==> config.mk <==
export PLATFORM = sky130hd
export DESIGN_NAME = uart_dbuf_tx
export DESIGN_NICKNAME = d
export VERILOG_FILES = /design/src/rtl/uart_tx_pkg.sv /design/src/rtl/uart_tx_datapath.sv /design/src/rtl/uart_tx_ctrl.sv /design/src/rtl/uart_dbuf_tx.sv
export SDC_FILE = /design/constraint.sdc
export NUM_CORES = 1
export LEC_CHECK = 0
export ABC_CLOCK_PERIOD_IN_PS = 2860
export BUFFER_PORTS_ARGS = -buffer_cell sky130_fd_sc_hd__buf_2
export CAP_MARGIN = 10
export CELL_PAD_IN_SITES_DETAIL_PLACEMENT = 0
export CELL_PAD_IN_SITES_GLOBAL_PLACEMENT = 1
export CORE_ASPECT_RATIO = 1.5
export CORE_MARGIN = 2
export CORE_UTILIZATION = 40
export CTS_BUF_LIST = sky130_fd_sc_hd__clkbuf_2
export DETAILED_ROUTE_END_ITERATION = 7
export PLACE_DENSITY = 0.71
export SLEW_MARGIN = 20
export SYNTH_ARGS = -nofsm -noshare
export SYNTH_HDL_FRONTEND = slang
export SYNTH_SLANG_ARGS = --single-unit
==> constraint.sdc <==
create_clock -name clk -period 2.86 [get_ports clk]
set_clock_uncertainty 0.1 [all_clocks]
set_input_delay 0.286 -clock clk [delete_from_list [all_inputs] [get_ports clk]]
set_output_delay 0.286 -clock clk [all_outputs]
set_load 0.01 [all_outputs]
==> src/rtl/uart_tx_pkg.sv <==
package uart_tx_pkg;

  // longest frame: start + 9 data + parity + 2 stop
  localparam int FRAME_W = 13;

  typedef struct packed {
    logic wrBuf;   // capture the write into the holding buffer
    logic load;    // move buffer into the shift register
    logic shift;   // advance the shift register by one bit
  } txStrobe_t;

  function automatic logic [3:0] dataBits(input logic [2:0] sel);
    return sel[2] ? 4'd9 : 4'd5 + {2'b00, sel[1:0]};
  endfunction

  function automatic logic [3:0] frameBits(input logic [2:0] sel,
                                           input logic parEn,
                                           input logic twoStop);
    return 4'd2 + dataBits(sel) + {3'b000, parEn} + {3'b000, twoStop};
  endfunction

endpackage

==> src/rtl/uart_tx_datapath.sv <==
module uart_tx_datapath
  import uart_tx_pkg::*;
#(
  parameter int FRAME_LEN = FRAME_W
) (
  input  logic       clk,
  input  logic       rstN,
  input  txStrobe_t  strobe,
  input  logic [7:0] wrData,
  input  logic       wrBit8,
  input  logic [2:0] charSel,
  input  logic       parityEn,
  input  logic       parityOdd,
  output logic       txBit
);

  logic [8:0]           holdBuf;
  logic [FRAME_LEN-1:0] shReg;
  logic [FRAME_LEN-1:0] frameNext;
  logic [3:0]           nData;
  logic                 parBit;

  assign nData = dataBits(charSel);

  always_ff @(posedge clk or negedge rstN) begin
    if (!rstN) begin
      holdBuf <= '0;
    end else if (strobe.wrBuf) begin
      holdBuf <= {wrBit8, wrData};
    end
  end

  // Assemble the frame: unused high positions stay 1 and act as stop bits.
  always_comb begin
    frameNext    = '1;
    frameNext[0] = 1'b0;
    parBit       = parityOdd;
    for (int i = 0; i < 9; i++) begin
      if (4'(i) < nData) begin
        frameNext[i+1] = holdBuf[i];
        parBit         = parBit ^ holdBuf[i];
      end
    end
    for (int i = 1; i < FRAME_LEN; i++) begin
      if (parityEn && (4'(i) == nData + 4'd1)) begin
        frameNext[i] = parBit;
      end
    end
  end

  always_ff @(posedge clk or negedge rstN) begin
    if (!rstN) begin
      shReg <= '1;
    end else if (strobe.load) begin
      shReg <= frameNext;
    end else if (strobe.shift) begin
      shReg <= {1'b1, shReg[FRAME_LEN-1:1]};
    end
  end

  assign txBit = shReg[0];

endmodule

==> src/rtl/uart_tx_ctrl.sv <==
module uart_tx_ctrl
  import uart_tx_pkg::*;
#(
  parameter int DIV_W = 16
) (
  input  logic             clk,
  input  logic             rstN,
  input  logic             txEnable,
  input  logic             dblSpeed,
  input  logic [DIV_W-1:0] baudDiv,
  input  logic [2:0]       charSel,
  input  logic             parityEn,
  input  logic             twoStop,
  input  logic             wrEn,
  input  logic             emptyIrqEn,
  input  logic             doneIrqEn,
  input  logic             globalIrqEn,
  output txStrobe_t        strobe,
  output logic             bufEmpty,
  output logic             txDone,
  output logic             txDrive,
  output logic             emptyIrq,
  output logic             doneIrq
);

  localparam int PHASE_W = 4;

  logic [DIV_W-1:0]   divCnt;
  logic               tick;
  logic [PHASE_W-1:0] phase;
  logic [PHASE_W-1:0] lastPhase;
  logic [3:0]         bitsLeft;
  logic               busy;
  logic               effEn;
  logic               bitDone;

  // baud tick generator
  assign tick = (divCnt == '0);
  always_ff @(posedge clk or negedge rstN) begin
    if (!rstN)     divCnt <= '0;
    else if (tick) divCnt <= baudDiv;
    else           divCnt <= divCnt - 1'b1;
  end

  assign lastPhase = dblSpeed ? PHASE_W'(7) : PHASE_W'(15);
  assign bitDone   = busy && tick && (phase >= lastPhase);

  assign strobe.wrBuf = wrEn && bufEmpty;
  assign strobe.load  = tick && !busy && !bufEmpty && effEn;
  assign strobe.shift = bitDone;

  always_ff @(posedge clk or negedge rstN) begin
    if (!rstN) begin
      busy     <= 1'b0;
      phase    <= '0;
      bitsLeft <= '0;
    end else if (strobe.load) begin
      busy     <= 1'b1;
      phase    <= '0;
      bitsLeft <= frameBits(charSel, parityEn, twoStop);
    end else if (bitDone) begin
      phase    <= '0;
      bitsLeft <= bitsLeft - 4'd1;
      if (bitsLeft == 4'd1) busy <= 1'b0;
    end else if (busy && tick) begin
      phase <= phase + 1'b1;
    end
  end

  always_ff @(posedge clk or negedge rstN) begin
    if (!rstN) begin
      bufEmpty <= 1'b1;
      txDone   <= 1'b0;
      effEn    <= 1'b0;
    end else begin
      if (strobe.wrBuf)     bufEmpty <= 1'b0;
      else if (strobe.load) bufEmpty <= 1'b1;

      if (strobe.wrBuf)                                  txDone <= 1'b0;
      else if (bitDone && bitsLeft == 4'd1 && bufEmpty)  txDone <= 1'b1;

      if (txEnable)              effEn <= 1'b1;
      else if (!busy && bufEmpty) effEn <= 1'b0;
    end
  end

  assign txDrive  = effEn;
  assign emptyIrq = emptyIrqEn && globalIrqEn && bufEmpty;
  assign doneIrq  = doneIrqEn && globalIrqEn && txDone;

endmodule

==> src/rtl/uart_dbuf_tx.sv <==
module uart_dbuf_tx
  import uart_tx_pkg::*;
#(
  parameter int DIV_W = 16
) (
  input  logic             clk,
  input  logic             rstN,
  input  logic             txEnable,
  input  logic             dblSpeed,
  input  logic [DIV_W-1:0] baudDiv,
  input  logic [2:0]       charSel,
  input  logic             parityEn,
  input  logic             parityOdd,
  input  logic             twoStop,
  input  logic             wrEn,
  input  logic [7:0]       wrData,
  input  logic             wrBit8,
  input  logic             emptyIrqEn,
  input  logic             doneIrqEn,
  input  logic             globalIrqEn,
  output logic             txPin,
  output logic             txDrive,
  output logic             bufEmpty,
  output logic             txDone,
  output logic             emptyIrq,
  output logic             doneIrq
);

  txStrobe_t strobe;
  logic      txBit;

  uart_tx_ctrl #(.DIV_W(DIV_W)) u_ctrl (
    .clk(clk), .rstN(rstN), .txEnable(txEnable), .dblSpeed(dblSpeed),
    .baudDiv(baudDiv), .charSel(charSel), .parityEn(parityEn),
    .twoStop(twoStop), .wrEn(wrEn), .emptyIrqEn(emptyIrqEn),
    .doneIrqEn(doneIrqEn), .globalIrqEn(globalIrqEn), .strobe(strobe),
    .bufEmpty(bufEmpty), .txDone(txDone), .txDrive(txDrive),
    .emptyIrq(emptyIrq), .doneIrq(doneIrq)
  );

  uart_tx_datapath #(.FRAME_LEN(FRAME_W)) u_dp (
    .clk(clk), .rstN(rstN), .strobe(strobe), .wrData(wrData),
    .wrBit8(wrBit8), .charSel(charSel), .parityEn(parityEn),
    .parityOdd(parityOdd), .txBit(txBit)
  );

  // released pin reads as idle high
  assign txPin = txDrive ? txBit : 1'b1;

endmodule

==> impl_summary.txt <==
----------------------------------------------------
[Yosys]
  Warning count from the yosys run ... 0
  Sequential cell area fraction in the yosys report ... 0.455
  Share of flip-flops with an asynchronous set or reset after synthesis ... 1.00
  #FFs+latches synth ... 50
  Synthesized area per cell ... 9.49 µm²
  Most used DFF post-synth ... dfrtp_1
  Number of unique standard cell types used by synthesis ... 48
  Number of flops mapped to enable cells by yosys ... 0
  Nets in the synthesized netlist ... 342
  Netlist area before placement ... 0.00279 mm²
  Number of instances in the synthesized netlist ... 294

[Drt]
  Starting DRC count in detailed routing ... 72
  Number of remaining DRC errors ... 0
  Vias ... 2324
  DR pass1 iterations ... 4
  Avg WL per Cell ... 13.7 µm
  Via count normalized by instance count ... 5.10
  Residual antenna-violating net count after detailed routing ... 0
  Post-detailed-routing wire length ... 6230 µm

[Worst setup path]
  WP data required ... 3.11 ns
  Worst path slowest cell ... dfrtp_1
  Critical path launch point type ... register
  Crit-path max cell delay ... 0.47 ns
  Critical-path cell list ... inv_1 -> ha_1 -> nor3b_2 -> nand4_1 -> buf_4 -> nor2_1 -> buf_4 -> o21ai_0 -> and3_1 -> a21oi_1
  Crit end category ... register
  Most frequent cell on the critical path ... buf_4
  Maximum fanout encountered on the critical timing path ... 21
  WP data arrival ... 2.76 ns
  Path type of the worst setup path ... reg2reg

[STA]
  Final number of max-transition violations ... 0
  Worst hold slack across all endpoints ... 0.0614 ns
  RSZ-0062 raised after global routing ... no
  Minimum clock period ... 2.50 ns
  Post-route clock period utilization ... 0.876
  Worst path setup slack after routing ... 0.355 ns
  Setup violation total in the final timing report ... 0
  Number of hold violations in the final report ... 0
  Worst-Margin Slew ... 0.569 ns
  Total Neg Setup Slack ... 0 ns
  Slew margin rel. ... 0.621
  Achievable frequency ... 399 MHz

[Finish]
  Layout Area Growth over Synthesis ... 25.6%
  Utilization after layout ... 0.515
  Multi-input logic area ... 0.00145 mm²
  Fraction of final layout cells with drive strength greater than 1 ... 0.254
  # fillers ... 645
  Number of nets in the finished design ... 425
  Post-route non-filler standard cell count ... 456
  Final Cell Area ... 0.00350 mm²
  Commonest non-fill, non-tap cells in the layout ... buf_2 (43), nor2_1 (37), dfrtp_1 (36)
  Leading cell type in the layout, fill and taps excluded ... buf_2
  Combined flip-flop and latch cell area ... 0.00127 mm²
  Diode insertion count for antenna repair ... 0

[Global route]
  Initial antenna violation count ... 0
  Aggregate global-route resource usage ... 0.175
  Global-route wire length before repair ... 10500 µm
  Via count of the first global-routing pass ... 2330
  Pin count of the biggest net entering global routing ... 44
  Overall overflow remaining after global route ... 0

[Die]
  Die Height ... 106 µm
  DIE AREA ... 0.00767 mm²
  Die span in x ... 72.2 µm
  Starting density of the core ... 0.410
  Std-Cell Rows ... 37
  Core region area ... 0.00681 mm²
  Count of pins on the block boundary ... 45

[Power]
  PnR Total Power ... 1.56 mW
  Maximum resistive drop on vdd ... 0.268 mV
  Static power due to leakage ... 1.50 nW
  Power density normalized to cell area ... 445 mW/mm²

[Place]
  Instance area after placement ... 0.00320 mm²
  Dpl cells ... 422
  Gp weighted congestion ... 0.854
  Buffers added on ports ... 44
  HPWL reported at the end of detailed placement ... 4670 µm
  Pre-CTS setup slack ... 0.133 ns

[Worst hold path]
  Hold crit path type ... in2reg

[CTS]
  Clock sink total ... 50
  Clock H-tree levels ... 2
  Buffers from clock root to sink, at most ... 2
  Cell at the root of the clock tree ... clkbuf_2
  Total clock buffers created by CTS ... 5
  TritonCTS clock tree ... built
  Worst skew pair latency ... 0.43 ns
  Clock-pin slew of the registers on the worst-case setup and hold paths ... 0.26 ns

[Run status]
  Run status ... finished clean

[Job]
  MaxCap Viol Count ... 0

----------------------------------------------------
report_power, final:
group          switching, mW  leakage [nW]  internal [mW]
combinational          0.168         0.922          0.211
sequential             0.101         0.553          0.796
clock                  0.227        0.0264         0.0559
layer usage:
layer / wire (µm) / vias up / global-route usage
met5: 0 / - / 0
met4: 209 / 0 / 0.0714
met3: 195 / 16 / 0.0265
met2: 3320 / 50 / 0.325
met1: 2510 / 1057 / 0.191
li1: - / 1201 / -
synth_stat cells, types with 2 or more instances:
cell type   n  area [µm²]
or4_1       3        22.5
o21a_1      2        15.0
xnor2_1    13         114
nor3_1     12        60.1
inv_1      12        45.0
o21ai_0     9        45.0
mux2_2     11         124
nand3_1     7        35.0
a31oi_1     3        18.8
a21oi_1    14        70.1
ha_1        8         100
dfstp_2    14         368
a211oi_1    6        45.0
nor4_1      5        31.3
or3_1       3        18.8
clkbuf_1    6        22.5
nor2b_1     5        31.3
o21bai_1    2        15.0
a22o_1      2        17.5
nand4_1     2        12.5
o31ai_1     2        15.0
o21ai_1    14        70.1
mux2i_1     6        60.1
nand2b_1    5        31.3
or2_1       2        12.5
xor2_1      6        52.6
nand2_1    24        90.1
dfrtp_1    36         901
and3_1      5        31.3
nor2_1     37         139
final timing paths:
path                            slack, ns  cells past startpoint                end              from
worst max-delay path                 0.36                     10      u_dp.shReg[9]  u_ctrl.divCnt[0]
worst min-delay path                 0.06                      3  u_ctrl.divCnt[12]       baudDiv[12]
worst max register to register       0.36                     10      u_dp.shReg[9]  u_ctrl.divCnt[0]
worst min register to register       0.42                      1   u_ctrl.divCnt[0]  u_ctrl.divCnt[0]
max in group asynchronous            1.80                      3     u_dp.shReg[11]              rstN
min in group asynchronous            0.25                      2     u_ctrl.txDrive              rstN
critical path, delay by kind of cell (launching register included):
family	cells	cell delay [ns]
and+or+nand+nor	4	0.79
adders and majority gates	1	0.24
DFF	1	0.47
AOI/OAI and AO/OA	2	0.25
buffers and inverters	3	0.59
logic make-up after synthesis:
kind of cell / share of synthesized area
buffers and inverters: 0.0287
AOI/OAI and AO/OA: 0.129
muxes: 0.0700
xor gates and xnor gates: 0.0677
DFF: 0.455
adders and majority gates: 0.0431
and+or+nand+nor: 0.207
sequential cells by signal (all words and copies together) (netlist names):
register and cells:
u_dp.shReg 13, u_ctrl.divCnt 16, u_ctrl.txDrive 1, u_ctrl.bufEmpty 1, u_ctrl.busy 1, u_ctrl.bitsLeft 4
u_ctrl.phase 4, u_dp.holdBuf 9, u_ctrl.txDone 1
layout make-up:
| cell class | instances | area share |
|---|---|---|
| inverters | 12 | 0.0129 |
| repair buffers | 84 | 0.171 |
| flip-flops and latches | 50 | 0.362 |
| multi-input cells | 224 | 0.414 |
| clock buffers | 5 | 0.00714 |
| well taps | 78 | 0.0278 |
| clock inverters | 3 | 0.00464 |
repair_timing:
action                                 4_1_cts  5_1_grt
gates resized for setup                      0        1
setup endpoints to repair                    0        1
setup buffers                                0        0
endpoints found under the hold margin       62        0
hold buffers                                26        0
(Power assumes the default switching activity.)
